[config.mk]
export PLATFORM = sky130hd
export DESIGN_NAME = bus_bridge_ctrl
export DESIGN_NICKNAME = d
export VERILOG_FILES = /design/src/rtl/bbc_pkg.sv /design/src/rtl/bbc_sync.sv /design/src/rtl/bbc_cfg_regs.sv /design/src/rtl/bbc_seq.sv /design/src/rtl/bus_bridge_ctrl.sv
export SDC_FILE = /design/constraint.sdc
export NUM_CORES = 1
export LEC_CHECK = 0
export ABC_CLOCK_PERIOD_IN_PS = 2000
export BUFFER_PORTS_ARGS = -buffer_cell sky130_fd_sc_hd__buf_2
export CAP_MARGIN = 0
export CELL_PAD_IN_SITES_DETAIL_PLACEMENT = 2
export CELL_PAD_IN_SITES_GLOBAL_PLACEMENT = 2
export CORE_ASPECT_RATIO = 1.25
export CORE_MARGIN = 3
export CORE_UTILIZATION = 31
export CTS_CLUSTER_DIAMETER = 50
export DETAILED_ROUTE_END_ITERATION = 10
export PLACE_DENSITY_LB_ADDON = 0.1
export SYNTH_ARGS = -nofsm -noshare
export SYNTH_HDL_FRONTEND = slang
export SYNTH_SLANG_ARGS = --single-unit
[constraint.sdc]
create_clock -name clk -period 2 [get_ports clk]
set_input_delay 0.3 -clock clk [delete_from_list [all_inputs] [get_ports clk]]
set_output_delay 0.3 -clock clk [all_outputs]
set_load 0.01 [all_outputs]
[src/rtl/bbc_pkg.sv]
package bbc_pkg;
  typedef enum logic [2:0] {
    ST_IDLE   = 3'd0,
    ST_DECODE = 3'd1,
    ST_SETUP  = 3'd2,
    ST_STROBE = 3'd3,
    ST_HOLD   = 3'd4,
    ST_DONE   = 3'd5
  } bbc_state_e;

  typedef enum logic [1:0] {
    TGT_DEV = 2'd0,
    TGT_MEM = 2'd1,
    TGT_CFG = 2'd2,
    TGT_CLR = 2'd3
  } bbc_tgt_e;
endpackage

[src/rtl/bbc_sync.sv]
module bbc_sync #(
  parameter int         W       = 4,
  parameter logic [W-1:0] RST_VAL = '0
) (
  input  logic         clk,
  input  logic         rst_n,
  input  logic [W-1:0] d,
  output logic [W-1:0] q
);
  for (genvar i = 0; i < W; i++) begin : g_bit
    logic meta_q, out_q;
    always_ff @(posedge clk or negedge rst_n) begin
      if (!rst_n) begin
        meta_q <= RST_VAL[i];
        out_q  <= RST_VAL[i];
      end else begin
        meta_q <= d[i];
        out_q  <= meta_q;
      end
    end
    assign q[i] = out_q;
  end
endmodule

[src/rtl/bbc_cfg_regs.sv]
module bbc_cfg_regs #(
  parameter int DW = 16,
  parameter int NW = 4,
  localparam int IW = (NW > 1) ? $clog2(NW) : 1
) (
  input  logic           clk,
  input  logic           rst_n,
  input  logic           we,
  input  logic [IW-1:0]  idx,
  input  logic [DW-1:0]  wdata,
  output logic [DW-1:0]  rdata,
  output logic [NW*DW-1:0] words
);
  logic [DW-1:0] word_q [NW];

  for (genvar w = 0; w < NW; w++) begin : g_word
    always_ff @(posedge clk or negedge rst_n) begin
      if (!rst_n)                               word_q[w] <= '0;
      else if (we && (idx == IW'(w)))           word_q[w] <= wdata;
    end
    assign words[w*DW +: DW] = word_q[w];
  end

  assign rdata = word_q[idx];
endmodule

[src/rtl/bbc_seq.sv]
module bbc_seq
  import bbc_pkg::*;
(
  input  logic       clk,
  input  logic       rst_n,
  input  logic       start,
  input  bbc_tgt_e   tgt,
  input  logic       is_wr,
  input  logic       is_rd,
  input  logic       bus_ok,
  input  logic       rd_ready,
  output bbc_state_e state,
  output logic       latch_en,
  output logic       cfg_we,
  output logic       cap_cfg,
  output logic       cap_ext,
  output logic       clr,
  output logic       cs_n,
  output logic       rw_n,
  output logic       doe,
  output logic       rd_valid
);
  bbc_state_e state_q, state_d;
  logic       has_cmd, local_tgt, want_data, in_xfer;

  assign has_cmd   = is_wr | is_rd;
  assign local_tgt = (tgt == TGT_CFG) || (tgt == TGT_CLR);
  assign want_data = is_rd && !is_wr && (tgt != TGT_CLR);

  always_comb begin
    state_d = state_q;
    unique case (state_q)
      ST_IDLE:   if (start) state_d = ST_DECODE;
      ST_DECODE: begin
        if (!has_cmd)      state_d = ST_IDLE;
        else if (local_tgt) state_d = ST_DONE;
        else if (bus_ok)   state_d = ST_SETUP;
      end
      ST_SETUP:  state_d = ST_STROBE;
      ST_STROBE: state_d = ST_HOLD;
      ST_HOLD:   state_d = ST_DONE;
      ST_DONE:   if (!want_data || rd_ready) state_d = ST_IDLE;
      default:   state_d = ST_IDLE;
    endcase
  end

  always_ff @(posedge clk or negedge rst_n) begin
    if (!rst_n) state_q <= ST_IDLE;
    else        state_q <= state_d;
  end

  assign in_xfer  = (state_q == ST_SETUP) || (state_q == ST_STROBE) || (state_q == ST_HOLD);
  assign state    = state_q;
  assign latch_en = (state_q == ST_IDLE) && start;
  assign cfg_we   = (state_q == ST_DECODE) && (tgt == TGT_CFG) && is_wr;
  assign cap_cfg  = (state_q == ST_DECODE) && (tgt == TGT_CFG) && want_data;
  assign cap_ext  = (state_q == ST_HOLD) && want_data;
  assign clr      = (state_q == ST_DECODE) && (tgt == TGT_CLR) && has_cmd;
  assign cs_n     = !((state_q == ST_STROBE) || (state_q == ST_HOLD));
  assign rw_n     = !(in_xfer && is_wr);
  assign doe      = in_xfer && is_wr;
  assign rd_valid = (state_q == ST_DONE) && want_data;
endmodule

[src/rtl/bus_bridge_ctrl.sv]
module bus_bridge_ctrl
  import bbc_pkg::*;
#(
  parameter int DW = 16,
  parameter int AW = 8,
  parameter int NW = 4
) (
  input  logic             clk,
  input  logic             rst_n,
  input  logic             host_sel_n,
  input  logic             host_oe_n,
  input  logic             host_rd,
  input  logic             host_wr_n,
  input  logic [AW-1:0]    host_addr,
  input  logic [DW-1:0]    host_wdata,
  input  logic             bus_ack_n,
  input  logic             bus_in_use,
  input  logic [DW-1:0]    ext_rdata,
  input  logic             rd_ready,
  output logic             rd_valid,
  output logic [DW-1:0]    rd_data,
  output logic             busy,
  output logic [2:0]       task_stat,
  output logic             dev_cs_n,
  output logic             dev_rw_n,
  output logic             dev_doe,
  output logic [1:0]       tgt_sel,
  output logic [AW-3:0]    ext_addr,
  output logic [DW-1:0]    ext_wdata,
  output logic             clr_stat,
  output logic [NW*DW-1:0] cfg_out
);
  localparam int EAW = AW - 2;
  localparam int IW  = (NW > 1) ? $clog2(NW) : 1;

  // synchronised strobes: {sel_n, oe_n, rd, wr_n}, idle levels 1,1,0,1
  logic [3:0] strb_s;
  logic       sel_prev_q, start;
  logic       sel_s, oe_s, rd_s, wr_s;

  bbc_sync #(.W(4), .RST_VAL(4'b1101)) u_sync (
    .clk   (clk),
    .rst_n (rst_n),
    .d     ({host_sel_n, host_oe_n, host_rd, host_wr_n}),
    .q     (strb_s)
  );
  assign {sel_s, oe_s, rd_s, wr_s} = strb_s;

  always_ff @(posedge clk or negedge rst_n) begin
    if (!rst_n) sel_prev_q <= 1'b1;
    else        sel_prev_q <= sel_s;
  end
  assign start = sel_prev_q && !sel_s;

  // command latches
  logic [AW-1:0] addr_q;
  logic [DW-1:0] wdata_q, rdata_q;
  logic          is_wr_q, is_rd_q, latch_en;

  always_ff @(posedge clk or negedge rst_n) begin
    if (!rst_n) begin
      addr_q  <= '0;
      wdata_q <= '0;
      is_wr_q <= 1'b0;
      is_rd_q <= 1'b0;
    end else if (latch_en) begin
      addr_q  <= host_addr;
      wdata_q <= host_wdata;
      is_wr_q <= !wr_s;
      is_rd_q <= rd_s && !oe_s;
    end
  end

  bbc_tgt_e   tgt;
  bbc_state_e state;
  logic       cfg_we, cap_cfg, cap_ext;
  logic [DW-1:0] cfg_rdata;

  assign tgt = bbc_tgt_e'(addr_q[AW-1 -: 2]);

  bbc_seq u_seq (
    .clk      (clk),
    .rst_n    (rst_n),
    .start    (start),
    .tgt      (tgt),
    .is_wr    (is_wr_q),
    .is_rd    (is_rd_q),
    .bus_ok   (!bus_ack_n && bus_in_use),
    .rd_ready (rd_ready),
    .state    (state),
    .latch_en (latch_en),
    .cfg_we   (cfg_we),
    .cap_cfg  (cap_cfg),
    .cap_ext  (cap_ext),
    .clr      (clr_stat),
    .cs_n     (dev_cs_n),
    .rw_n     (dev_rw_n),
    .doe      (dev_doe),
    .rd_valid (rd_valid)
  );

  bbc_cfg_regs #(.DW(DW), .NW(NW)) u_cfg (
    .clk   (clk),
    .rst_n (rst_n),
    .we    (cfg_we),
    .idx   (addr_q[IW-1:0]),
    .wdata (wdata_q),
    .rdata (cfg_rdata),
    .words (cfg_out)
  );

  always_ff @(posedge clk or negedge rst_n) begin
    if (!rst_n)       rdata_q <= '0;
    else if (cap_cfg) rdata_q <= cfg_rdata;
    else if (cap_ext) rdata_q <= ext_rdata;
  end

  assign rd_data   = rdata_q;
  assign busy      = (state != ST_IDLE);
  assign task_stat = state;
  assign tgt_sel   = addr_q[AW-1 -: 2];
  assign ext_addr  = addr_q[EAW-1:0];
  assign ext_wdata = wdata_q;
endmodule

==> results.yml <==
run_status:
  outcome: "finished, final reports clean"
cts:
  clock-sinks: 118
  tritoncts: "built"
  ctsRootBufferMaster: "sky130_fd_sc_hd__clkbuf_16"
  cts.reportedPaths.clkPinSlew_ps: 50
  clock_insertion_delay_at_the_later_pin_of_the_skew_report_ps: 410
  max-clock-path-buffers: 2
  cts-buffers-inserted: 17
  clock_tree.htree_level_count: 4
grt:
  grt_antenna_before_repair: 0
  grt.overflow.total: 0
  grtUsageTotal: 0.191
  grt_pass1_vias: 4220
  grt_pass1_wl_um: 25600
  pin_count_of_the_biggest_net_entering_global_routing: 45
synthesis:
  synth-main-ff-cell: "sky130_fd_sc_hd__dfrtp_1"
  syn_area_um2: 5110
  postSynthAreaPerCell_um2: 15.2
  share_of_the_yosys_chip_area_belonging_to_registers: 0.579
  ys_async_sr_fraction: 1.00
  yosys_warnings: 0
  ys_types: 40
  synth_nets: 386
  netlist_instances: 337
  yosys_register_bits: 118
  synth-edff-count: 0
final_layout:
  ff_latch_area_um2: 2970
  fin_nets: 579
  filler_cell_count: 1562
  area.growth.synth_to_final_pct: 38.4
  layout.cells.non_filler: 755
  final_area_um2: 7070
  multi_input_area_um2: 2030
  antennaDiodeCount: 0
  final_layout_size_suffix_gt1_frac: 0.637
pwr:
  power_frac_clock: 0.272
  p_switching_mw: 4.26
  cell_area_power_density_nw_per_um2: 1770
  p_sw_frac: 0.340
  internal_power_mw: 8.26
  cellLeakagePower_nw: 3.56
  share_of_power_burned_in_registers: 0.359
  power_frac_comb: 0.370
  p_total_mw: 12.5
  power.ir.vdd_worst_uv: 678
die:
  num_io_pins: 162
  die_area_um2: 18100
  core-area_um2: 15900
  initial_utilization: 0.322
  core.rowCount: 51
  chipHeight_um: 150
  die_w_um: 121
timing:
  final_period_minus_worst_setup_slack_ps: 1930
  timing.setup.tns_ps: 0
  timing.final.crit_share: 0.967
  slew_headroom: 0.640
  timing.final.hold_violations: 0
  layout_setup_ws_ps: 66.5
  final-max-slew-violation-count: 0
  grt_setup_unrepaired: "yes"
  fmax_mhz: 517
  fin_worst_skew_ps: 5.70
  setup_viol_count_final: 0
  tightestPinTransition_ps: 541
placed_design:
  place_worst_setup_slack_ps: 70.1
  place_area_um2: 6320
  dp_hpwl_um: 11600
  post-place-cells: 716
  port-buffer-count: 161
  finalWeightedCongestion: 0.766
critical_path:
  worst_setup_path_start_kind: "flip-flop"
  arrival_ps: 2220
  crit_required_ps: 2290
  critical_path_class: "flip-flop to flip-flop"
  crit-reg2reg-launch: "u_seq.state[2]"
  critical_path.startpoint: "u_seq.state[2]"
  critical_path_peak_fanout: 6
  worst_setup_path_end_kind: "flip-flop"
routing:
  detail_route.wl_per_cell_um: 21.7
  ant_nets: 0
  finalWirelength_um: 16400
  drcViolationCount: 0
  avgViaCountPerCell: 4.88
  first_pass_iters: 4
  route.vias.total: 3688
  detailedRoute.firstIterationViolations: 145
worst_hold_path:
  min_from: "host_wdata[12]"
  holdCritPathClass: "input port to flip-flop"
job:
  max-cap-violations: 0
## flip-flops by register name, indices dropped and copies added (netlist names), 3 cells and up
signal	flops
u_seq.state	3
u_cfg.words	64
rd_data	16
u_sync.g_bit.meta_q	4
u_sync.g_bit.out_q	4
addr_q	8
ext_wdata	16
## worst paths after layout
kind / endpoint / cells after the start / slack, ps
min in group asynchronous: u_cfg.words[18] / 2 / 430
max reg2reg: u_cfg.words[14] / 6 / 70
max in group asynchronous: u_sync.g_bit[0].out_q / 3 / 900
max: u_cfg.words[14] / 6 / 70
min reg2reg: u_sync.g_bit[1].out_q / 0 / 350
min: ext_wdata[12] / 2 / 120
## worst max-delay path, stage by stage (launching register included)
cell and delay, ps:
sky130_fd_sc_hd__dfrtp_2 400, sky130_fd_sc_hd__buf_4 150, sky130_fd_sc_hd__nor3b_4 280, sky130_fd_sc_hd__nand3_2 130, sky130_fd_sc_hd__or3_1 370, sky130_fd_sc_hd__buf_4 200, sky130_fd_sc_hd__mux2_2 290
## layer usage
layer  GRT usage  up-vias  routed length [µm]
li1            -     1642                   -
met1       0.234     1926                6740
met2       0.329      110                8690
met3      0.0556       10                 820
met4      0.0476        0                 148
met5           0        -                   0
## per-stage QoR
stage	hold WS (ps)	util
after floorplan	4.41	-
after global placement	314	0.398
after detailed placement	318	0.398
after CTS	96.5	0.444
after global routing	101	0.445
final	116	0.445
## synthesized netlist by cell type, types with 2 or more instances
library cell                instances  area (µm²)
sky130_fd_sc_hd__a21boi_0           2        15.0
sky130_fd_sc_hd__mux2_4            16         240
sky130_fd_sc_hd__nand2_1           23        86.3
sky130_fd_sc_hd__mux2_2            72         811
sky130_fd_sc_hd__mux4_2            16         360
sky130_fd_sc_hd__inv_1              2        7.51
sky130_fd_sc_hd__buf_6              4        45.0
sky130_fd_sc_hd__nor2b_1            2        12.5
sky130_fd_sc_hd__a2bb2oi_1         16         140
sky130_fd_sc_hd__and2_1             2        12.5
sky130_fd_sc_hd__nand3_2            2        20.0
sky130_fd_sc_hd__o21ai_0            5        25.0
sky130_fd_sc_hd__clkbuf_1           5        18.8
sky130_fd_sc_hd__or3_1              2        12.5
sky130_fd_sc_hd__buf_4              2        15.0
sky130_fd_sc_hd__dfrtp_1          111        2780
sky130_fd_sc_hd__buf_2              8        40.0
sky130_fd_sc_hd__a21oi_1           17        85.1
sky130_fd_sc_hd__dfstp_2            7         184
sky130_fd_sc_hd__nor2_1             2        7.51
sky130_fd_sc_hd__nor3_1             2        10.0
## timing repair
action	in CTS	in global routing
endpoints found under the setup margin	1	43
hold buffers	5	0
pin swaps	0	1
resized for setup	4	3
setup buffers	1	1
endpoints found under the hold margin	34	0
## power groups by stage
stage,logic [mW],registers [mW],clock network (mW)
6_report,4.62,4.49,3.40
5_1_grt,5.00,4.68,3.62
2_1_floorplan,2.19,4.73,0
3_3_place_gp,4.48,4.46,0
3_5_place_dp,4.60,4.54,0
4_1_cts,4.70,4.51,3.49
## cells in the final DEF, fill, tap and decap left out, drive strengths merged, types with 2 or more instances in the layout
cell type,count
inv,3
a21oi,17
a2bb2oi,16
and2,2
dfrtp,111
or3,3
dfstp,7
bufinv,5
clkinvlp,2
nor3,2
clkbuf,20
nand3,2
clkinv,4
nor2b,2
o21ai,5
buf,189
mux4,16
mux2,88
nand2,23
a21boi,2
nor3b,3
dlygate4sd3,5
nor2,2
## logic make-up after synthesis
logic type / Yosys count / share of synthesized area
flops: 118 / 0.579
mux: 105 / 0.278
simple gates: 48 / 0.0570
compound gates: 44 / 0.0578
buf+inv: 22 / 0.0277
## cell type report
type | instances | share of cell area
flip-flops and latches | 118 | 0.419
clock inverters | 12 | 0.0279
inverters | 2 | 0.00106
well taps | 212 | 0.0375
repair buffers | 194 | 0.161
clock buffers | 20 | 0.0660
multi-input cells | 197 | 0.287
(Power assumes the default switching activity.)
